## config.mk

```make
export PLATFORM = sky130hd
export DESIGN_NAME = vtag_inserter
export DESIGN_NICKNAME = d
export VERILOG_FILES = /design/src/rtl/vtag_pkg.sv /design/src/rtl/vtag_dflt_reg.sv /design/src/rtl/vtag_tag_sel.sv /design/src/rtl/vtag_stream_ctrl.sv /design/src/rtl/vtag_inserter.sv
export SDC_FILE = /design/constraint.sdc
export NUM_CORES = 1
export LEC_CHECK = 0
export CORE_ASPECT_RATIO = 0.75
export CORE_MARGIN = 3
export CORE_UTILIZATION = 40
export CTS_BUF_LIST = sky130_fd_sc_hd__clkbuf_2 sky130_fd_sc_hd__clkbuf_4 sky130_fd_sc_hd__clkbuf_8
export DETAILED_ROUTE_END_ITERATION = 6
export PLACE_DENSITY = 0.68
export SLEW_MARGIN = 30
export SYNTH_ARGS = -nofsm -noshare
export SYNTH_HDL_FRONTEND = slang
export SYNTH_SLANG_ARGS = --single-unit
```

## constraint.sdc

```tcl
create_clock -name clk -period 1.9 [get_ports clk]
set_input_delay 0.38 -clock clk [delete_from_list [all_inputs] [get_ports clk]]
set_output_delay 0.38 -clock clk [all_outputs]
set_load 0.01 [all_outputs]
```

## src/rtl/vtag_pkg.sv

```systemverilog
package vtag_pkg;

   // Default register word; the bit layout is visible to software.
   typedef struct packed {
      logic [15:0] etype;
      logic [2:0]  pri;
      logic        cfi;
      logic [11:0] vid;
   } vtag_word_t;

   localparam int unsigned TAG_BYTES = $bits(vtag_word_t) / 8;

   function automatic logic [15:0] tci_of(vtag_word_t w);
      return {w.pri, w.cfi, w.vid};
   endfunction

endpackage

```

## src/rtl/vtag_dflt_reg.sv

```systemverilog
module vtag_dflt_reg
   import vtag_pkg::*;
#(
   parameter logic [15:0] RSVD_TYPE = 16'h8808
) (
   input  logic        clk,
   input  logic        rst_n,
   input  logic        wr_en,
   input  logic [31:0] wr_data,
   output vtag_word_t  dflt_q
);

   vtag_word_t wr_word;
   logic       wr_legal;

   assign wr_word  = vtag_word_t'(wr_data);
   assign wr_legal = (wr_word.etype != RSVD_TYPE);

   always_ff @(posedge clk) begin
      if (!rst_n) begin
         dflt_q <= '0;
      end else if (wr_en && wr_legal) begin
         dflt_q <= wr_word;
      end
   end

   AST_RSVD_KEEP: assert property (@(posedge clk) disable iff (!rst_n)
      (wr_en && wr_data[31:16] == RSVD_TYPE) |=> (dflt_q == $past(dflt_q)));
   AST_WR_TAKE: assert property (@(posedge clk) disable iff (!rst_n)
      (wr_en && wr_data[31:16] != RSVD_TYPE) |=> (dflt_q == $past(wr_data)));

endmodule

```

## src/rtl/vtag_tag_sel.sv

```systemverilog
module vtag_tag_sel
   import vtag_pkg::*;
#(
   parameter bit PER_FRAME_EN = 1'b1
) (
   input  vtag_word_t  dflt,
   input  logic        frm_valid,
   input  logic [15:0] frm_tci,
   output vtag_word_t  word
);

   generate
      if (PER_FRAME_EN) begin : g_frame
         // The Ethertype always comes from the register; only the control word may be replaced.
         always_comb begin
            word = dflt;
            if (frm_valid) begin
               {word.pri, word.cfi, word.vid} = frm_tci;
            end
         end
      end else begin : g_dflt_only
         logic unused_sideband;
         assign unused_sideband = ^{frm_valid, frm_tci};
         assign word = dflt;
      end
   endgenerate

endmodule

```

## src/rtl/vtag_stream_ctrl.sv

```systemverilog
module vtag_stream_ctrl
   import vtag_pkg::*;
#(
   parameter int unsigned HDR_BYTES = 12,
   parameter int unsigned DATA_W    = 8
) (
   input  logic              clk,
   input  logic              rst_n,
   input  logic              tag_en_in,
   input  vtag_word_t        tag_word_in,
   input  logic [DATA_W-1:0] s_tdata,
   input  logic              s_tvalid,
   input  logic              s_tlast,
   output logic              s_tready,
   output logic [DATA_W-1:0] m_tdata,
   output logic              m_tvalid,
   output logic              m_tlast,
   input  logic              m_tready
);

   localparam int unsigned CNT_W = $clog2(HDR_BYTES + 1);
   localparam int unsigned IDX_W = (TAG_BYTES > 1) ? $clog2(TAG_BYTES) : 1;
   localparam logic [CNT_W-1:0] HDR_LAST = CNT_W'(HDR_BYTES - 1);
   localparam logic [CNT_W-1:0] HDR_FULL = CNT_W'(HDR_BYTES);
   localparam logic [IDX_W-1:0] IDX_LAST = IDX_W'(TAG_BYTES - 1);

   logic             in_frame;
   logic [CNT_W-1:0] hdr_cnt;
   logic             ins_act;
   logic [IDX_W-1:0] ins_idx;
   logic             frm_en;
   vtag_word_t       frm_word;
   logic             s_acc;
   logic             first_byte;
   logic             en_now;
   logic [7:0]       tag_byte;

   assign first_byte = !in_frame;
   assign en_now     = first_byte ? tag_en_in : frm_en;
   assign s_acc      = s_tvalid && s_tready;

   // Tag bytes go out most significant byte first.
   assign tag_byte = frm_word[(TAG_BYTES - 1 - int'(ins_idx)) * 8 +: 8];

   // Source is held off while tag bytes go out.
   assign s_tready = !ins_act && m_tready;
   assign m_tvalid = ins_act || s_tvalid;
   assign m_tdata  = ins_act ? DATA_W'(tag_byte) : s_tdata;
   assign m_tlast  = !ins_act && s_tlast;

   always_ff @(posedge clk) begin
      if (!rst_n) begin
         in_frame <= 1'b0;
         hdr_cnt  <= '0;
         ins_act  <= 1'b0;
         ins_idx  <= '0;
         frm_en   <= 1'b0;
         frm_word <= '0;
      end else begin
         if (s_acc) begin
            if (first_byte) begin
               // Frame-level settings are sampled here.
               frm_en   <= tag_en_in;
               frm_word <= tag_word_in;
            end
            if (s_tlast) begin
               in_frame <= 1'b0;
               hdr_cnt  <= '0;
            end else begin
               in_frame <= 1'b1;
               if (hdr_cnt != HDR_FULL) begin
                  hdr_cnt <= hdr_cnt + 1'b1;
               end
               // Insertion only when more bytes follow the header.
               if (hdr_cnt == HDR_LAST && en_now) begin
                  ins_act <= 1'b1;
                  ins_idx <= '0;
               end
            end
         end
         if (ins_act && m_tready) begin
            ins_idx <= ins_idx + 1'b1;
            if (ins_idx == IDX_LAST) begin
               ins_act <= 1'b0;
            end
         end
      end
   end

   AST_INSERT_AFTER_HDR: assert property (@(posedge clk) disable iff (!rst_n)
      $rose(ins_act) |-> (hdr_cnt == HDR_FULL && $past(s_acc)));
   AST_TAG_HOLD: assert property (@(posedge clk) disable iff (!rst_n)
      (ins_act && !m_tready) |=> (ins_act && $stable(m_tdata)));
   AST_TAG_RUN_LEN: assert property (@(posedge clk) disable iff (!rst_n)
      $fell(ins_act) |-> ($past(ins_idx) == IDX_LAST && $past(m_tready)));
   AST_NO_SRC_IN_TAG: assert property (@(posedge clk) disable iff (!rst_n)
      ins_act |=> !($past(s_acc)));

endmodule

```

## src/rtl/vtag_inserter.sv

```systemverilog
module vtag_inserter
   import vtag_pkg::*;
#(
   parameter int unsigned HDR_BYTES    = 12,
   parameter int unsigned DATA_W       = 8,
   parameter bit          PER_FRAME_EN = 1'b1,
   parameter logic [15:0] RSVD_TYPE    = 16'h8808
) (
   input  logic              clk,
   input  logic              rst_n,
   input  logic              cfg_wr_en,
   input  logic [31:0]       cfg_wr_data,
   input  logic              tag_enable,
   input  logic [DATA_W-1:0] s_tdata,
   input  logic              s_tvalid,
   input  logic              s_tlast,
   input  logic              s_tag_valid,
   input  logic [15:0]       s_tag_tci,
   output logic              s_tready,
   output logic [DATA_W-1:0] m_tdata,
   output logic              m_tvalid,
   output logic              m_tlast,
   input  logic              m_tready
);

   generate
      if (DATA_W != 8) begin : g_bad_width
         $error("vtag_inserter: DATA_W must be 8");
      end
      if (HDR_BYTES < 1) begin : g_bad_hdr
         $error("vtag_inserter: HDR_BYTES must be at least 1");
      end
   endgenerate

   vtag_word_t dflt_q;
   vtag_word_t sel_word;

   vtag_dflt_reg #(.RSVD_TYPE(RSVD_TYPE)) u_reg (
      .clk     (clk),
      .rst_n   (rst_n),
      .wr_en   (cfg_wr_en),
      .wr_data (cfg_wr_data),
      .dflt_q  (dflt_q)
   );

   vtag_tag_sel #(.PER_FRAME_EN(PER_FRAME_EN)) u_sel (
      .dflt      (dflt_q),
      .frm_valid (s_tag_valid),
      .frm_tci   (s_tag_tci),
      .word      (sel_word)
   );

   vtag_stream_ctrl #(.HDR_BYTES(HDR_BYTES), .DATA_W(DATA_W)) u_ctrl (
      .clk         (clk),
      .rst_n       (rst_n),
      .tag_en_in   (tag_enable),
      .tag_word_in (sel_word),
      .s_tdata     (s_tdata),
      .s_tvalid    (s_tvalid),
      .s_tlast     (s_tlast),
      .s_tready    (s_tready),
      .m_tdata     (m_tdata),
      .m_tvalid    (m_tvalid),
      .m_tlast     (m_tlast),
      .m_tready    (m_tready)
   );

endmodule

```

# Word level (Yosys, flattened, before mapping)
# Index checks and enable logic that the tools add are counted.
[word_totals] inputBits=64 romBits=0 register_bits=73 ram_bits=0 word_cells=52 latchBits=0 n_memories=0
[op_classes] eq_ne=5 n_shift=1 addsub=3 div=0 mul=0 bitwise=1 muxes=15 n_reduce_logical=14 n_lt_le_gt_ge=0
[ops] operator="indexed part select 32 x 33 -> 8 bit" n=1
[ops] operator="two-way mux 16 bit" n=1
[ops] operator="!= test 16 bit, second input constant" n=1
[ops] operator="two-way mux 2 bit" n=4
[ops] operator="two-way mux 4 bit" n=2
[ops] operator="two-way mux 8 bit" n=1
[ops] operator="two-way mux 1 bit" n=7
[ops] operator="logical AND 1 bit" n=6
[ops] operator="nonzero test 2 bit" n=3
[ops] operator="adder 4 x 1 -> 4 bit, second input constant" n=1
[ops] operator="equality test 4 bit, second input constant" n=1
[ops] operator="!= test 4 bit, second input constant" n=1
[ops] operator="AND reduction 2 bit" n=2
[ops] operator="AND reduction 3 bit" n=1
[ops] operator="subtractor 2 x 2 -> 3 bit, first input constant" n=1
[ops] operator="adder 2 x 1 -> 2 bit, second input constant" n=1
[ops] operator="equality test 2 bit, second input constant" n=1
[ops] operator="!= test 2 x 1 -> 1 bit, second input constant" n=1
[ops] operator="zero test 1 bit" n=1
[ops] operator="logical OR 1 bit" n=1
[ops] operator="inverter 1 bit" n=1

# Depth between registers and ports, before layout
# Gate-level depths: netlist of run 1.
[logic_depth] word_depth=7 mapped_depth=6

# Hierarchy
# A second synthesis of run 1 with hierarchy kept.
[unflattened] cells_unflattened=403 hier_area_um2=3793.6
[by_module_without_submodules] mod="vtag_stream_ctrl" n_inst=1 area_per_inst_um2=2039.5 cells_per_inst=225
[by_module_without_submodules] mod="vtag_dflt_reg" n_inst=1 area_per_inst_um2=1385.1 cells_per_inst=144
[by_module_without_submodules] mod="vtag_tag_sel" n_inst=1 area_per_inst_um2=369.1 cells_per_inst=34

# Worst setup path before layout of run 1
# No wires, ideal clock.
[synth_timing] kind="register -> output" startpoint="register u_ctrl.ins_idx[1]" endpoint="output m_tdata[0]" setup_slack_ns=0.160 arrival_ns=1.360 stages_incl_launch_ff=4 cell_sequence="dfxtp_1 buf_2 mux4_2 mux2_2"
[synth_via] elab_chain_len=3
[synth_lines] element="start, declared" line_no="vtag_stream_ctrl.sv:30" rtl="logic [IDX_W-1:0] ins_idx;"
[synth_lines] element="start signal, assigned" line_no="vtag_stream_ctrl.sv:82" rtl="ins_idx <= ins_idx + 1'b1;"
[synth_lines] element="subtractor 2 x 2 -> 3 bit" line_no="vtag_stream_ctrl.sv:43" rtl="assign tag_byte = frm_word[(TAG_BYTES - 1 - int'(ins_idx)) * 8 +: 8];"
[synth_lines] element="indexed part select 32 x 33 -> 8 bit" line_no="vtag_stream_ctrl.sv:43"
[synth_lines] element="two-way mux 8 bit" line_no="vtag_stream_ctrl.sv:48" rtl="assign m_tdata = ins_act ? DATA_W'(tag_byte) : s_tdata;"
[synth_lines] element="end, declared" line_no="vtag_inserter.sv:20" rtl="output logic [DATA_W-1:0] m_tdata,"
# No other way between the ends.

# Worst setup path after layout of run 1
[layout_timing] startpoint="register u_ctrl.ins_idx[1]" endpoint="output m_tdata[6]"
# The elaborated chain is that of the path after synthesis.

==> metrics.txt, run 1 <==
Starting Density=42.74%; GR Util All Layers=17.17%; slew margin rel.=65.40%; Pleak=2.073 nW; Total Wirelength=8116 µm; failing checks=setup timing; critical path type=reg -> out; n_diodes=0; vias in the first global route=2784; Peak VDD IR=0.0003464 V; Crit path required time=1520 ps; Tmin final=2139 ps; CTS tree=yes; P_int=2.809 mW; sw frac=22.54%; register area share after synthesis=41.71%; CORE AREA=8198 µm²; Slew Viols, Final=0; share of power burned in registers=45.5%; Residual DRC=0; DP HPWL=5820 µm; wire per inst=14.78 µm; H-tree levels=3; #FFs+latches synth=73; P per Cell Area=762.4 nW/µm²; root buf cell=clkbuf_8; Synth Cell Area=3503 µm²; asr flop ratio synth=0%; clock network fraction of total power=41.2%; CP Launch Type=flop; cts hold-fix bufs=0; Clock Skew=11.52 ps; largest net degree at the start of global routing=44; die height=87.05 µm; antenna-violating nets left=0; top post-synthesis cells by area=dfxtp_1, mux2i_1, nand2_1, mux4_2, o211a_1; Synth Flop Type=dfxtp_1; largest area contributor in the netlist=dfxtp_1; Fmax=467.6 MHz; final hold violations=0; top-area cell type share of the netlist area=41.71%; share of layout cells above drive strength 1=15.99%; Comb power frac=13.3%; clk sink count=73; worst hold path type=reg -> reg; Final GP Congestion=0.7709; die area=9929 µm²; max-cap check violation count=0; CP Max Fanout=7; synth unique cells=36; CP Data Arrival Time=1760 ps; Layout Cells excl Fill=549; drt via density=5.036; Final WS setup=-238.6 ps; routed vias=2765; Overflow after GRT=0; Max clock buf depth=2; RSZ-0062 raised after global routing=true; latest clock arrival within the worst-skew pair=350 ps; site row count=28; Post-CTS Setup Repair Bufs=0; final setup violating endpoints=8; IO buf count=74; clock slew at reported path FFs=80 ps; drt pass-1 iters=4; Design Area, Final=4756 µm²; drt first-iter violations=104; cells after synthesis=361; Core Util, Final=58.01%; EDFF count, synth=0; Num CTS Buffers=9; antenna violations before repair=0; Top Ports=75; Placement Cell Area=4467 µm²; Net Switching=817.3 µW; fin nets=506; syn_area_per_cell=9.705 µm²; placed cell count=533; first-pass GRT wire length=13430 µm; synth warn=0; worst slew pin tran=519.0 ps; crit end category=output port; post-place setup slack=-239.0 ps; status=complete, but fails checks; area growth from synthesis to layout=35.75%; Die X=114.1 µm; Mapped Nets=428; period utilisation layout=112.6%
final timing paths:
| check | from | end | slack [ps] | depth (start not counted) |
|---|---|---|---|---|
| min reg2reg | u_reg.dflt_q[3] | u_reg.dflt_q[3] | 460 | 2 |
| min | u_reg.dflt_q[3] | u_reg.dflt_q[3] | 460 | 2 |
| max | u_ctrl.ins_idx[1] | m_tdata[6] | -240 | 4 |
| max reg2reg | u_ctrl.ins_act | u_ctrl.frm_word[26] | 430 | 5 |
worst max-delay path: stages (launching register included):
cell,delay [ps]
dfxtp_2,360
buf_12,130
mux4_2,510
mux2_4,280
buf_6,120
state kept, by name (all words and copies together) (netlist names):
signal           count
u_ctrl.in_frame      1
u_ctrl.ins_idx       2
u_reg.dflt_q        32
u_ctrl.hdr_cnt       4
u_ctrl.frm_en        1
u_ctrl.ins_act       1
u_ctrl.frm_word     32
layer usage:
metal | GRT usage, % | vias up | part of all wire [%]
li1 | - | 1406 | -
met1 | 23.80 | 1284 | 50
met2 | 26.73 | 69 | 44
met3 | 4.861 | 6 | 5.8
met4 | 3.883 | 0 | 0.75
met5 | 0 | - | 0
stage by stage:
| stage | hold slack, ps | TNS [ps] | total power [mW] |
|---|---|---|---|
| 3_3_place_gp | 442.8 | -1842 | 2.154 |
| 6_report | 455.7 | -1676 | 3.626 |
| 2_1_floorplan | 434.1 | 0 | 1.914 |
| 5_1_grt | 477.4 | -2105 | 3.778 |
| 3_5_place_dp | 448.0 | -1965 | 2.164 |
| 4_1_cts | 459.0 | -1806 | 3.658 |
layout make-up:
type | instances | area, µm²
clock buffer | 11 | 145.1
sequential | 73 | 1463
inverter | 6 | 22.52
clock inverter | 5 | 102.6
tap | 105 | 131.4
multi-input combinational | 254 | 1901
timing repair buffer | 95 | 991.0
fill | 748 | 3442
placed cells by master, fill, tap and decap left out, types with 7 or more instances in the layout:
cell,netlist,layout
buf_12,0,7
nand2_1,115,115
o211a_1,16,16
mux2i_1,49,49
mux2_4,0,8
buf_4,2,13
clkbuf_8,0,10
buf_6,3,9
mux4_2,8,8
dfxtp_1,73,72
a21boi_0,18,18
clkdlybuf4s50_1,0,62
kinds of logic after synthesis:
family / count (synthesis) / share of synthesized area (%)
buf+inv: 34 / 4.892
fa+ha+maj: 3 / 1.072
mux: 65 / 21.71
simple gates: 136 / 18.43
flops: 73 / 41.71
compound gates: 50 / 12.18
synthesized netlist by cell type (all sizes together) (3+ instances only):
master	n
a21boi	20
a21oi	3
buf	16
clkbuf	12
dfxtp	73
ha	3
inv	6
mux2	8
mux2i	49
mux4	8
nand2	115
o211a	16
o21a	4
what timing repair did:
item	CTS	global route
gates resized for setup	53	0
setup endpoints to repair	11	8
hold endpoints to repair	0	0
power by group through the flow:
stage	clock, mW	combinational (mW)	sequential (mW)
after CTS	1.52	0.486	1.65
final	1.49	0.482	1.65
after global placement	0	0.470	1.68
after floorplan	0	0.243	1.67
after global routing	1.59	0.527	1.66
after detailed placement	0	0.477	1.69
No activity file was read; power rests on OpenSTA's default activity.
==> inputs of run 2 (changes only) <==
Settings changed: CORE_UTILIZATION 40 to 35, CTS_CLUSTER_SIZE set to 30, PLACE_DENSITY 0.68 to 0.62.
==> run 2 against run 1 <==
The flow still finishes with violations (setup timing). Global-route usage down 1.7 points. Fmax up 1.2%. Setup slack better by 25 ps. Sequential share of layout area up 0.20 points. Critical path depth unchanged. Combinational power about the same. Register-to-register slack better by 30 ps. Die area up 13%. Design area down 0.47%. Critical endpoint is now m_tdata[5]. Highest routed layer unchanged.
==> metrics.txt, run 2 (synthesis results as in run 1) <==
status=complete, but fails checks (unchanged); failing checks=setup timing (unchanged); IO buf count=74 (unchanged); CP Data Arrival Time=1730 ps (was 1760 ps); Num CTS Buffers=9 (unchanged); wire per inst=14.87 µm (was 14.78 µm); site row count=30 (was 28); critical path type=reg -> out (unchanged); slew margin rel.=76.44% (was 65.40%); latest clock arrival within the worst-skew pair=340 ps (was 350 ps); worst hold path type=reg -> reg (unchanged); Top Ports=75 (unchanged); CORE AREA=9384 µm² (was 8198 µm²); area growth from synthesis to layout=35.11% (was 35.75%); Overflow after GRT=0 (unchanged); Final WS setup=-213.2 ps (was -238.6 ps); n_diodes=0 (unchanged); Pleak=2.046 nW (was 2.073 nW); CTS tree=yes (unchanged); clock slew at reported path FFs=80 ps (about the same); hold endpoint=u_reg.dflt_q[2] (was u_reg.dflt_q[3]); drt pass-1 iters=4 (unchanged); Fin Hold WS=456.2 ps (was 455.7 ps); drt via density=4.875 (was 5.036); slowest stage delay, CP=500 ps (was 510 ps); Slew Viols, Final=0 (unchanged); Final GP Congestion=0.7610 (was 0.7709); drt first-iter violations=141 (was 104); die area=11260 µm² (was 9929 µm²); GR Util All Layers=15.48% (was 17.17%); R2R Setup Slk=460 ps (was 430 ps); root buf cell=clkbuf_8 (unchanged); cts hold-fix bufs=0 (unchanged); most frequent cells in the layout=nand2_1, dfxtp_1, clkdlybuf4s50_1 (unchanged); CP Max Fanout=5 (was 7); share of layout cells above drive strength 1=15.42% (was 15.99%); hold path cells=2 (unchanged); first-pass GRT wire length=13680 µm (was 13430 µm); most common cell after layout, fill and taps aside=nand2_1 (unchanged); R2R Path End=u_ctrl.hdr_cnt[0] (was u_ctrl.frm_word[26]); max-cap check violation count=0 (unchanged); CP Cell Sequence=buf_12, mux4_2, mux2_2, buf_6 (was buf_12, mux4_2, mux2_4, buf_6); final setup TNS=-1573 ps (was -1676 ps); Crit path required time=1520 ps (about the same); WP buf/inv=2 (unchanged); Tmin final=2113 ps (was 2139 ps); vias in the first global route=2743 (was 2784); largest registers=u_ctrl.frm_word (32), u_reg.dflt_q (32), u_ctrl.hdr_cnt (4) (unchanged); RSZ-0062 raised after global routing=true (unchanged); Total Wirelength=8461 µm (was 8116 µm); largest net degree at the start of global routing=76 (was 44); Die X=121.5 µm (was 114.1 µm); total power=3.426 mW (was 3.626 mW); P per Cell Area=723.8 nW/µm² (was 762.4 nW/µm²); routed vias=2774 (was 2765); placed cell count=553 (was 533); DP HPWL=6103 µm (was 5820 µm); Fmax=473.2 MHz (was 467.6 MHz); reg2reg path depth=5 (unchanged); CP delay by family, top=multiplexers (unchanged); Layout Cells excl Fill=569 (was 549); FF-to-FF Start=u_ctrl.hdr_cnt[0] (was u_ctrl.ins_act); H-tree levels=3 (unchanged); final hold violations=0 (unchanged); crit end category=output port (unchanged); clk sink count=73 (unchanged); antenna-violating nets left=0 (unchanged); CP max stage cell=mux4_2 (unchanged); fin nets=503 (was 506); CP Launch Type=flop (unchanged); Residual DRC=0 (unchanged); Peak VDD IR=0.0003778 V (was 0.0003464 V); antenna violations before repair=0 (unchanged); post-place setup slack=-244.9 ps (was -239.0 ps); Hold Crit Start=u_reg.dflt_q[2] (was u_reg.dflt_q[3]); period utilisation layout=111.2% (was 112.6%); die height=92.65 µm (was 87.05 µm); final setup violating endpoints=8 (unchanged); Clock Skew=9.350 ps (was 11.52 ps); Starting Density=37.33% (was 42.74%); worst slew pin tran=349.7 ps (was 519.0 ps); Max clock buf depth=2 (unchanged)
[run 2: area by class of cell]
type | count | area (µm²)
Clock buffer | 14 | 180.2
Tap cell | 128 | 160.2
Multi-Input combinational cell | 254 | 1889
Timing Repair Buffer | 92 | 980.9
Sequential cell | 73 | 1465
Fill cell | 882 | 4651
Clock inverter | 2 | 35.03
Inverter | 6 | 22.52
[run 2: worst reg2reg max path, delay by kind of cell, from the launching register on]
kind | cells | cell delay (ps)
AND/OR/NAND/NOR | 2 | 590
AO/OA/AOI/OAI | 1 | 150
adder cells (fa/ha/maj) | 1 | 200
flip-flops | 1 | 380
buffers and inverters | 1 | 60
[run 2: worst max-delay path by stage]
stage | startpoint | to | slack, ps | cells after the start
finish | u_ctrl.ins_idx[1] | m_tdata[5] | -210 | 4
global route | u_ctrl.ins_idx[1] | m_tdata[6] | -280 | 4
CTS | u_ctrl.ins_idx[1] | m_tdata[6] | -240 | 4
detailed placement | u_ctrl.ins_idx[1] | m_tdata[3] | -240 | 4
global placement | u_ctrl.ins_idx[1] | m_tdata[3] | -250 | 4
floorplan | u_ctrl.ins_idx[1] | m_tdata[0] | 160 | 3
[run 2: repair_timing]
item                       in CTS  in global routing
gates resized for setup        50                  1
setup endpoints to repair      11                  8
pin swaps                       0                  0
setup buffers                   0                  0
[run 2: stage by stage]
step | utilization (%) | cell area, µm²
floorplan | - | 3503
global placement | 47.80 | 4486
detailed placement | 47.80 | 4486
CTS | 50.41 | 4731
global route | 50.44 | 4733
finish | 50.44 | 4733
[run 2: report_power, final]
part	internal [mW]	leakage (nW)	total, mW	switching [mW]
logic	0.280	1.33	0.485	0.205
clock network	0.743	0.114	1.29	0.549
registers	1.61	0.599	1.65	0.0428
total	2.63	2.05	3.43	0.797
[run 2: metal layers]
metal,vias to the layer above,share of wire [%],wire length [µm],track usage (%)
li1,1402,-,-,-
met1,1298,49,4150,21.51
met2,70,44,3736,23.77
met3,4,6.4,539,4.640
met4,0,0.41,35,3.358
met5,-,0,0,0
